File: config.mk
export PLATFORM = sky130hd
export DESIGN_NAME = ihex_parser
export DESIGN_NICKNAME = d
export VERILOG_FILES = /design/src/rtl/ihex_pkg.sv /design/src/rtl/ihex_bytebuf.sv /design/src/rtl/ihex_addrgen.sv /design/src/rtl/ihex_frame.sv /design/src/rtl/ihex_parser.sv
export SDC_FILE = /design/constraint.sdc
export NUM_CORES = 2
export LEC_CHECK = 0
export BUFFER_PORTS_ARGS = -buffer_cell sky130_fd_sc_hd__buf_4
export CORE_ASPECT_RATIO = 1.2
export CORE_MARGIN = 8
export CORE_UTILIZATION = 39
export CTS_CLUSTER_DIAMETER = 40
export DETAILED_ROUTE_END_ITERATION = 10
export HOLD_SLACK_MARGIN = 0.03
export SLEW_MARGIN = 40
export SYNTH_ARGS = -nofsm -noshare
export SYNTH_HDL_FRONTEND = slang
export SYNTH_SLANG_ARGS = --single-unit
File: constraint.sdc
create_clock -name clk -period 8.3 [get_ports clk]
set_clock_uncertainty 0.2 [all_clocks]
set_input_delay 1.66 -clock clk [delete_from_list [all_inputs] [get_ports clk]]
set_output_delay 1.66 -clock clk [all_outputs]
set_load 0.005 [all_outputs]
File: src/rtl/ihex_pkg.sv
package ihex_pkg;

  typedef enum logic [1:0] {ST_IDLE, ST_REC, ST_DRAIN} pstate_t;

  typedef struct packed {
    logic       ok;
    logic [3:0] val;
  } nib_t;

  localparam logic [7:0] CH_COLON = 8'h3A;

  localparam logic [7:0] RT_DATA = 8'h00;
  localparam logic [7:0] RT_EOF  = 8'h01;
  localparam logic [7:0] RT_SEG  = 8'h02;
  localparam logic [7:0] RT_SSEG = 8'h03;
  localparam logic [7:0] RT_LIN  = 8'h04;
  localparam logic [7:0] RT_SLIN = 8'h05;

  // ASCII hex digit to nibble; ok is clear for anything else
  function automatic nib_t hex_decode(input logic [7:0] c);
    nib_t r;
    r.ok  = 1'b1;
    r.val = 4'h0;
    if (c >= 8'h30 && c <= 8'h39)      r.val = 4'(c - 8'h30);
    else if (c >= 8'h41 && c <= 8'h46) r.val = 4'(c - 8'h37);
    else if (c >= 8'h61 && c <= 8'h66) r.val = 4'(c - 8'h57);
    else                               r.ok  = 1'b0;
    return r;
  endfunction

endpackage

File: src/rtl/ihex_bytebuf.sv
module ihex_bytebuf #(
  parameter int DEPTH = 255,
  parameter int IX_W  = 8
) (
  input  logic            clk,
  input  logic            wr_en,
  input  logic [IX_W-1:0] wr_idx,
  input  logic [7:0]      wr_byte,
  input  logic [IX_W-1:0] rd_idx,
  output logic [7:0]      rd_byte
);
  logic [7:0] mem [DEPTH];

  always_ff @(posedge clk) begin
    if (wr_en) mem[wr_idx] <= wr_byte;
  end

  assign rd_byte = mem[rd_idx];
endmodule

File: src/rtl/ihex_addrgen.sv
module ihex_addrgen (
  input  logic        clk,
  input  logic        rst_n,
  input  logic        set_seg,
  input  logic        set_lin,
  input  logic [15:0] ext_val,
  input  logic        load,
  input  logic [15:0] offs,
  input  logic        step,
  output logic [31:0] addr
);
  logic [15:0] lin_q, seg_q;
  logic [31:0] cur_q;

  always_ff @(posedge clk or negedge rst_n) begin
    if (!rst_n) begin
      lin_q <= '0;
      seg_q <= '0;
      cur_q <= '0;
    end else begin
      if (set_lin) lin_q <= ext_val;
      if (set_seg) seg_q <= ext_val;
      if (load)
        cur_q <= {lin_q, 16'h0000} + {12'h000, seg_q, 4'h0} + {16'h0000, offs};
      else if (step)
        cur_q <= cur_q + 32'd1;
    end
  end

  assign addr = cur_q;
endmodule

File: src/rtl/ihex_frame.sv
module ihex_frame
  import ihex_pkg::*;
#(
  parameter int MAX_BYTES = 255,
  parameter int IX_W      = 8
) (
  input  logic            clk,
  input  logic            rst_n,
  input  logic            ch_valid,
  output logic            ch_ready,
  input  logic [7:0]      ch_data,
  output logic            out_valid,
  input  logic            out_ready,
  output logic            wr_en,
  output logic [IX_W-1:0] wr_idx,
  output logic [7:0]      wr_byte,
  output logic [IX_W-1:0] rd_idx,
  output logic            load,
  output logic            step,
  output logic [15:0]     offs,
  output logic            set_seg,
  output logic            set_lin,
  output logic [15:0]     ext_val,
  output logic            eof_pulse,
  output logic            rec_error
);
  localparam int POS_W = 9;  // byte position after ':' reaches count + 4 <= 259

  pstate_t        state;
  logic           half;
  logic [3:0]     hi_nib;
  logic [POS_W-1:0] pos;
  logic [7:0]     cnt, rtype, sum;
  logic [15:0]    offs_q, ext_q;
  logic [IX_W-1:0] rd_q;
  logic           eof_q, err_q;

  nib_t           dec;
  logic           acc, digit_acc, in_data, fin, cs_good, too_big, rd_last;
  logic [7:0]     cur_byte;
  logic [POS_W-1:0] end_pos;

  always_comb begin
    dec       = hex_decode(ch_data);
    cur_byte  = {hi_nib, dec.val};
    acc       = ch_valid && ch_ready;
    digit_acc = acc && (state == ST_REC) && dec.ok && half;
    end_pos   = {1'b0, cnt} + POS_W'(4);
    in_data   = (pos >= POS_W'(4)) && (pos < end_pos);
    fin       = digit_acc && (pos == end_pos);
    cs_good   = (8'(sum + cur_byte) == 8'h00);
    too_big   = int'(cur_byte) > MAX_BYTES;
    rd_last   = (8'(rd_q) == 8'(cnt - 8'd1));
  end

  always_ff @(posedge clk or negedge rst_n) begin
    if (!rst_n) begin
      state  <= ST_IDLE;
      half   <= 1'b0;
      hi_nib <= '0;
      pos    <= '0;
      cnt    <= '0;
      rtype  <= '0;
      sum    <= '0;
      offs_q <= '0;
      ext_q  <= '0;
      rd_q   <= '0;
      eof_q  <= 1'b0;
      err_q  <= 1'b0;
    end else begin
      eof_q <= 1'b0;
      err_q <= 1'b0;
      unique case (state)
        ST_IDLE: begin
          if (acc && ch_data == CH_COLON) begin
            state <= ST_REC;
            half  <= 1'b0;
            pos   <= '0;
            sum   <= '0;
          end
        end
        ST_REC: begin
          if (acc) begin
            if (!dec.ok) begin
              err_q <= 1'b1;
              state <= ST_IDLE;
            end else if (!half) begin
              hi_nib <= dec.val;
              half   <= 1'b1;
            end else begin
              half <= 1'b0;
              pos  <= pos + POS_W'(1);
              sum  <= sum + cur_byte;
              if (pos == POS_W'(0)) begin
                cnt <= cur_byte;
                if (too_big) begin
                  err_q <= 1'b1;
                  state <= ST_IDLE;
                end
              end
              if (pos == POS_W'(1)) offs_q[15:8] <= cur_byte;
              if (pos == POS_W'(2)) offs_q[7:0]  <= cur_byte;
              if (pos == POS_W'(3)) rtype        <= cur_byte;
              if (pos == POS_W'(4)) ext_q[15:8]  <= cur_byte;
              if (pos == POS_W'(5)) ext_q[7:0]   <= cur_byte;
              if (fin) begin
                state <= ST_IDLE;
                if (!cs_good) begin
                  err_q <= 1'b1;
                end else begin
                  case (rtype)
                    RT_DATA: if (cnt != 8'd0) begin
                      state <= ST_DRAIN;
                      rd_q  <= '0;
                    end
                    RT_EOF:          eof_q <= 1'b1;
                    RT_SEG, RT_LIN:  if (cnt != 8'd2) err_q <= 1'b1;
                    RT_SSEG, RT_SLIN: ;
                    default:         err_q <= 1'b1;
                  endcase
                end
              end
            end
          end
        end
        ST_DRAIN: begin
          if (out_ready) begin
            rd_q <= rd_q + IX_W'(1);
            if (rd_last) state <= ST_IDLE;
          end
        end
        default: state <= ST_IDLE;
      endcase
    end
  end

  assign ch_ready  = (state != ST_DRAIN);
  assign out_valid = (state == ST_DRAIN);
  assign wr_en     = digit_acc && in_data;
  assign wr_idx    = IX_W'(pos - POS_W'(4));
  assign wr_byte   = cur_byte;
  assign rd_idx    = rd_q;
  assign step      = out_valid && out_ready;
  assign load      = fin && cs_good && (rtype == RT_DATA) && (cnt != 8'd0);
  assign set_seg   = fin && cs_good && (rtype == RT_SEG) && (cnt == 8'd2);
  assign set_lin   = fin && cs_good && (rtype == RT_LIN) && (cnt == 8'd2);
  assign offs      = offs_q;
  assign ext_val   = ext_q;
  assign eof_pulse = eof_q;
  assign rec_error = err_q;
endmodule

File: src/rtl/ihex_parser.sv
module ihex_parser #(
  parameter int MAX_BYTES = 255
) (
  input  logic        clk,
  input  logic        rst_n,
  input  logic        ch_valid,
  output logic        ch_ready,
  input  logic [7:0]  ch_data,
  output logic        byte_valid,
  input  logic        byte_ready,
  output logic [31:0] byte_addr,
  output logic [7:0]  byte_data,
  output logic        eof_pulse,
  output logic        rec_error
);
  localparam int IX_W = (MAX_BYTES > 1) ? $clog2(MAX_BYTES) : 1;

  logic            wr_en, load, step, set_seg, set_lin;
  logic [IX_W-1:0] wr_idx, rd_idx;
  logic [7:0]      wr_byte;
  logic [15:0]     offs, ext_val;

  ihex_frame #(.MAX_BYTES(MAX_BYTES), .IX_W(IX_W)) u_frame (
    .clk(clk), .rst_n(rst_n),
    .ch_valid(ch_valid), .ch_ready(ch_ready), .ch_data(ch_data),
    .out_valid(byte_valid), .out_ready(byte_ready),
    .wr_en(wr_en), .wr_idx(wr_idx), .wr_byte(wr_byte), .rd_idx(rd_idx),
    .load(load), .step(step), .offs(offs),
    .set_seg(set_seg), .set_lin(set_lin), .ext_val(ext_val),
    .eof_pulse(eof_pulse), .rec_error(rec_error)
  );

  ihex_bytebuf #(.DEPTH(MAX_BYTES), .IX_W(IX_W)) u_buf (
    .clk(clk), .wr_en(wr_en), .wr_idx(wr_idx), .wr_byte(wr_byte),
    .rd_idx(rd_idx), .rd_byte(byte_data)
  );

  ihex_addrgen u_addr (
    .clk(clk), .rst_n(rst_n),
    .set_seg(set_seg), .set_lin(set_lin), .ext_val(ext_val),
    .load(load), .offs(offs), .step(step), .addr(byte_addr)
  );
endmodule

== Yosys cells after proc, flatten, opt, wreduce, memory -nomap -nowiden ==
Memories as Yosys holds them, arrays and structs flattened.
Index checks and enable logic that the tools add are counted.

* Divide/modulo/power cells: 0
* Add/sub/neg operators: 12
* Eq/ne operators: 30
* Reduce and logical (&&, ||, !) cells: 40
* Shift-type cells: 0
* Multiply operators: 0
* Muxes and demuxes: 60
* Bitwise logic cells: 1
* Order comparisons: 8

{| class="wikitable"
|+ Operators by type and width
! operator !! number
|-
| 2-to-1 mux 8 bit || 12
|-
| 2-to-1 mux 32 bit || 2
|-
| 2-to-1 mux 9 bit || 4
|-
| AND reduction 5 bit || 7
|-
| adder 32 x 1 -> 32 bit (second input constant) || 1
|-
| adder 32 x 16 -> 32 bit || 1
|-
| adder 32 x 20 -> 32 bit || 1
|-
| case mux 8 bit (2 select lines) || 2
|-
| equality test 8 x 2 -> 1 bit (second input constant) || 3
|-
| 2-to-1 mux 1 bit || 23
|-
| 2-to-1 mux 2 bit || 10
|-
| logical AND 1 bit || 19
|-
| equality test 9 x 2 -> 1 bit (second input constant) || 2
|-
| equality test 9 x 3 -> 1 bit (second input constant) || 2
|-
| case mux 9 bit (2 select lines) || 1
|-
| equality test 8 x 3 -> 1 bit (second input constant) || 2
|-
| >= comparator 8 x 7 -> 1 bit (second input constant) || 2
|-
| less-or-equal comparator 8 x 7 -> 1 bit (second input constant) || 2
|-
| logical NOT 8 bit || 2
|-
| 2-to-1 mux 4 bit || 3
|-
| != test 2 x 1 -> 1 bit (second input constant) || 6
|-
| != test 2 bit (second input constant) || 5
|-
| adder 8 x 3 -> 9 bit (second input constant) || 1
|-
| adder 9 x 1 -> 9 bit (second input constant) || 1
|-
| 32 further kinds || 37
|}

* Bits of input ports: 12
* Memory bits (read-only): 0
* Logic and storage cells: 169
* Bits in writable memories: 2,040
* Flip-flop bits (word level): 146
* Memories: 1
* Bits in latches: 0

{| class="wikitable"
|+ Memory list
! name !! depth !! width !! read ports !! clocked after memory_dff !! write ports !! line !! source
|-
| u_buf.mem || 255 || 8 || 1 || 0 || 1 || ihex_bytebuf.sv:12 || <nowiki>logic [7:0] mem [DEPTH];</nowiki>
|}

== Depth between registers and ports, before layout ==
* Word-level depth: 13
* Gate-level depth with buffers: 18

== Hierarchy ==
Synthesis repeated with hierarchy kept, for this count alone.

* Cell total of the unflattened synthesis: 4,843
* Area, all modules: 89,275.6 um^2

{| class="wikitable"
|+ Modules (own cells, without submodules)
! module !! area an instance (um^2) !! cells each !! times used
|-
| ihex_bytebuf || 80,325.8 || 3,902 || 1
|-
| ihex_frame || 4,837.1 || 504 || 1
|-
| ihex_addrgen || 4,112.7 || 437 || 1
|}

== Worst setup path before layout ==
OpenSTA, ideal clock, no wires.

* Path type: input -> register
* From: in ch_data[4]
* To: reg u_addr.seg_q[10]
* Arrival: 16.875 ns
* Path slack: -8.899 ns
* Setup time: 0.125 ns
* Data required time: 7.975 ns
* Stages: 13
* Cell sequence: or4b_1 o31ai_1 ha_1 inv_1 fa_1 nand2b_1 a21oi_1 xor2_1 or3_1 nand3b_1 nor3_2 buf_2 mux2_2

{| class="wikitable"
|+ RTL lines
! what !! line !! source
|-
| start: declaration || ihex_parser.sv:8 || <nowiki>input logic [7:0] ch_data,</nowiki>
|-
| >= comparator 8 x 7 -> 1 bit / less-or-equal comparator 8 x 7 -> 1 bit (equally long branches) || ihex_pkg.sv:26 || <nowiki>else if (c >= 8'h61 && c <= 8'h66) r.val = 4'(c - 8'h57);</nowiki>
|-
| logical AND 1 bit || ihex_pkg.sv:26 ||
|-
| 2-to-1 mux 4 bit || ihex_pkg.sv:26 ||
|-
| 2-to-1 mux 4 bit || ihex_pkg.sv:25 || <nowiki>else if (c >= 8'h41 && c <= 8'h46) r.val = 4'(c - 8'h37);</nowiki>
|-
| 2-to-1 mux 4 bit * || ihex_pkg.sv:24 || <nowiki>if (c >= 8'h30 && c <= 8'h39) r.val = 4'(c - 8'h30);</nowiki>
|-
| net u_buf.wr_byte[0] || ihex_bytebuf.sv:8 || <nowiki>input logic [7:0] wr_byte,</nowiki>
|-
| adder 8 bit * || ihex_frame.sv:51 || <nowiki>cs_good = (8'(sum + cur_byte) == 8'h00);</nowiki>
|-
| logical NOT 8 bit * || ihex_frame.sv:51 ||
|-
| logical AND 1 bit * (3 in series) || ihex_frame.sv:145 || <nowiki>assign set_seg = fin && cs_good && (rtype == RT_SEG) && (cnt == 8'd2);</nowiki>
|-
| end signal: assignment || ihex_addrgen.sv:22 || <nowiki>if (set_seg) seg_q <= ext_val;</nowiki>
|-
| end: declaration || ihex_addrgen.sv:12 || <nowiki>logic [15:0] lin_q, seg_q;</nowiki>
|}

Mark *: on every way through the listed nets, which the timed path passes. The rest lies on a longest branch.
A chain may end at the register's enable or synchronous reset.

== Worst setup path after layout ==
* From: reg u_frame.rd_q[0], in the netlist u_frame.rd_idx[0]
* To: out byte_data[7]

* Longest elaborated chain between the ends: 1

{| class="wikitable"
|+ Ends and longest elaborated chain
! what !! line !! source
|-
| start: declaration || ihex_frame.sv:35 || <nowiki>logic [IX_W-1:0] rd_q;</nowiki>
|-
| start signal: assignment || ihex_frame.sv:128 || <nowiki>rd_q <= rd_q + IX_W'(1);</nowiki>
|-
| memory (255 x 8 bit) || -- ||
|-
| end: declaration || ihex_parser.sv:12 || <nowiki>output logic [7:0] byte_data,</nowiki>
|}

Every way passes these cells.

==> summary.txt <==
Share of the synthesized area in the top cell type: 69.85%
Count leader, synth: edfxtp_1
Die Y: 535.5 um
Worst EP required: 6.44 ns
Sequential Power Share: 52.8%
CP Launch Point: u_frame.rd_idx[0]
Part of the power in combinational logic: 1.3%
Cts repair resizes: 0
Starting density of the core: 39.24%
Htree depth: 4
Pint: 0.01794 W
Final setup viols: 0
Flop2flop setup slack: 3.55 ns
Mean post-synth cell area: 19.66 um^2
Hold WS: 0.3091 ns
Share of the yosys chip area belonging to registers: 74.02%
Clock transition at the registers of the reported paths: 0.06 ns
PwrDens: 224.4 mW/mm^2
Psw: 0.004712 W
DRT iter0 DRCs: 5,090
Period minus WS final: 7.491 ns
Via Count: 45,430
Clk sinks: 2,186
Vias in the first global route: 45,490
DPL Wire Length: 146.1 mm
Routed WL: 235.7 mm
DR WL/cell: 30.03 um
Dpl cell area: 0.09285 mm^2
WP buf/inv: 4
Final Wtd Congestion: 0.8723
Status: finished clean
Type of origin of the critical path: flip-flop
Clk buf depth: 3
Row count: 190
Crit path max-delay family: compound AO/OA/AOI/OAI gates
Max-slew headroom: 39.45%
Max-cap violations: 0
CTS tree: done
Final ANT Viol Nets: 0
Post-Syn Area: 0.08770 mm^2
Share of layout cells above drive strength 1: 29.79%
Final Hold Fails: 0
Synth cell types: 80
VDD IR-drop max: 0.0002242 V
Arr. time, crit path: 5.63 ns
Worst-Skew Late Latency: 0.86 ns
Total CTS buffers: 228
Clock share of power: 45.9%
Hold crit path type: flip-flop to flip-flop
Core box area: 0.2235 mm^2
Synth Net Count: 4,522
DR DRC count: 0
CTS root buffer: clkbuf_16
Initial antenna violation count: 4
Hold Startpoint: u_frame.offs[1]
Switching part of the total: 20.80%
First-pass GRT wire length: 338.1 mm
Post-synth EDFFs: 2,040
Router iterations before antenna repair: 6
P_leak: 31.76 nW
Setup TNS: 0 ns
Post-Synthesis Cells: 4,461
Final instance area: 0.1009 mm^2
Yosys warning total: 0
GRT met1 Usage: 25.87%
Fraction of registers with async set/reset: 6.679%
Hold buffers post-CTS: 0
Grt total ovfl: 0
Most instantiated cells after synthesis: 2,040 x edfxtp_1, 530 x mux4_2, 291 x nor2_1
Critical Path, Cell by Cell: buf_12, buf_12, buf_4, mux4_2, and2_1, a2111oi_0, a31oi_1, a31oi_1, o2111ai_2, buf_4
Crit Path Category: flip-flop to primary output
Slew at the pin closest to its max-slew limit: 0.8987 ns
Worst r2r src: u_frame.cnt[2]
DIE AREA: 0.2404 mm^2
Synth area leader: edfxtp_1
M2 GR Usage: 31.04%
Area Growth Syn to Fin: 15.09%
Fin. max-slew vios: 0
Register bit total from synthesis: 2,186
Routed vias/inst: 5.789
Final Total Pwr: 0.02265 W
Post-CTS setup buffer count: 0
Final period utilization: 90.25%
Unrepaired setup endpoints after global routing: no
Final-stage net count: 4,734
Pin count of the biggest net entering global routing: 184
Global Route met3 Usage: 3.414%
Slowest stage delay, CP: 0.73 ns
GRT Total Usage: 19.10%
Worst-path fanout max: 22
Crit path capture type: primary output
IO Count: 56
Max Clk Rate: 133.5 MHz
Top post-synthesis cells by area: edfxtp_1 70%, mux4_2 14%, dfrtp_1 4.2%
Critical Path Slowest Stage Cell: a2111oi_0
Grt peak-use layer: met2
Ys flop type: edfxtp_1
Input/output buffers: 55
Die X: 448.9 um
[cell families after synthesis]
group | count (synthesis) | synth area share (%)
compound gates | 399 | 3.062
xor+xnor | 71 | 0.7091
fa+ha+maj | 50 | 0.7276
buf+inv | 291 | 1.478
flops | 2186 | 74.02
mux | 709 | 15.80
simple gates | 755 | 4.206
[power by group through the flow]
stage / logic (W) / clock network (W) / registers (W)
floorplan: 0.000119 / 0 / 0.0122
global placement: 0.000280 / 0 / 0.0122
detailed placement: 0.000293 / 0 / 0.0122
CTS: 0.000293 / 0.0105 / 0.0120
global route: 0.000310 / 0.0109 / 0.0119
finish: 0.000298 / 0.0104 / 0.0120
[cell usage in the layout (no fill, tap or decap), drive strengths merged, types with 34 or more instances in the layout]
| cell type | n |
|---|---|
| a21oi | 73 |
| a22oi | 43 |
| buf | 238 |
| clkbuf | 263 |
| clkinv | 95 |
| dfrtp | 146 |
| edfxtp | 2040 |
| ha | 47 |
| inv | 64 |
| mux2 | 100 |
| mux2i | 79 |
| mux4 | 530 |
| nand2 | 114 |
| nand3 | 64 |
| nor2 | 297 |
| nor3 | 104 |
| o21ai | 81 |
| o22ai | 44 |
| xnor2 | 37 |
| xor2 | 34 |
[worst paths after layout]
check	to	cells past startpoint
worst max-delay path	byte_data[7]	10
worst min-delay path	u_addr.addr[1]	2
worst max register to register	u_addr.addr[23]	13
min in group asynchronous	u_frame.state[0]	1
max in group asynchronous	u_frame.rd_idx[0]	2
worst min register to register	u_addr.addr[1]	2
[worst register-to-register path: stages (launching register included)]
cell	delay, ns
dfrtp_1	0.51
ha_1	0.24
and3_1	0.20
nand3_1	0.10
ha_1	0.36
nand3_1	0.14
nor3_1	0.56
o2111ai_2	0.54
nor3_1	0.32
and4b_2	0.27
buf_4	0.48
nor2_4	0.18
a21o_1	0.19
a221o_1	0.30
[layer usage]
metal | part of all wire (%) | vias up
li1 | - | 18770
met1 | 41 | 24310
met2 | 48 | 1957
met3 | 7.2 | 393
met4 | 4.0 | 0
met5 | 0 | -
[state kept, by name, summed over array words and instances (netlist names)]
| signal | cells |
|---|---|
| u_addr.seg_q | 16 |
| u_frame.ext_val | 16 |
| u_frame.cnt | 8 |
| u_frame.offs | 16 |
| u_frame.state | 2 |
| u_frame.hi_nib | 4 |
| u_frame.rec_error | 1 |
| u_frame.rtype | 8 |
| u_frame.pos | 9 |
| u_frame.eof_pulse | 1 |
| u_frame.rd_idx | 8 |
| u_frame.sum | 8 |
| u_addr.addr | 32 |
| u_frame.half | 1 |
| u_addr.lin_q | 16 |
| u_buf.mem | 2040 |
[layout make-up]
cell class,instances,area (um^2)
flip-flops and latches,2186,64940
multi-input cells,1984,22180
clock inverters,166,1812
diodes,1,2.502
repair buffers,239,2238
inverters,34,127.6
fillers,18820,122500
clock buffers,262,5906
well taps,2976,3724
[through the flow]
stage	utilization (%)	setup WS [ns]	instances
floorplan	-	-0.7589	4461
global placement	41.37	1.460	7407
detailed placement	41.55	1.829	7414
CTS	45.00	0.8877	7842
global route	45.17	0.7335	7848
finish	45.17	0.8095	7848
No activity file was read; power rests on OpenSTA's default activity.
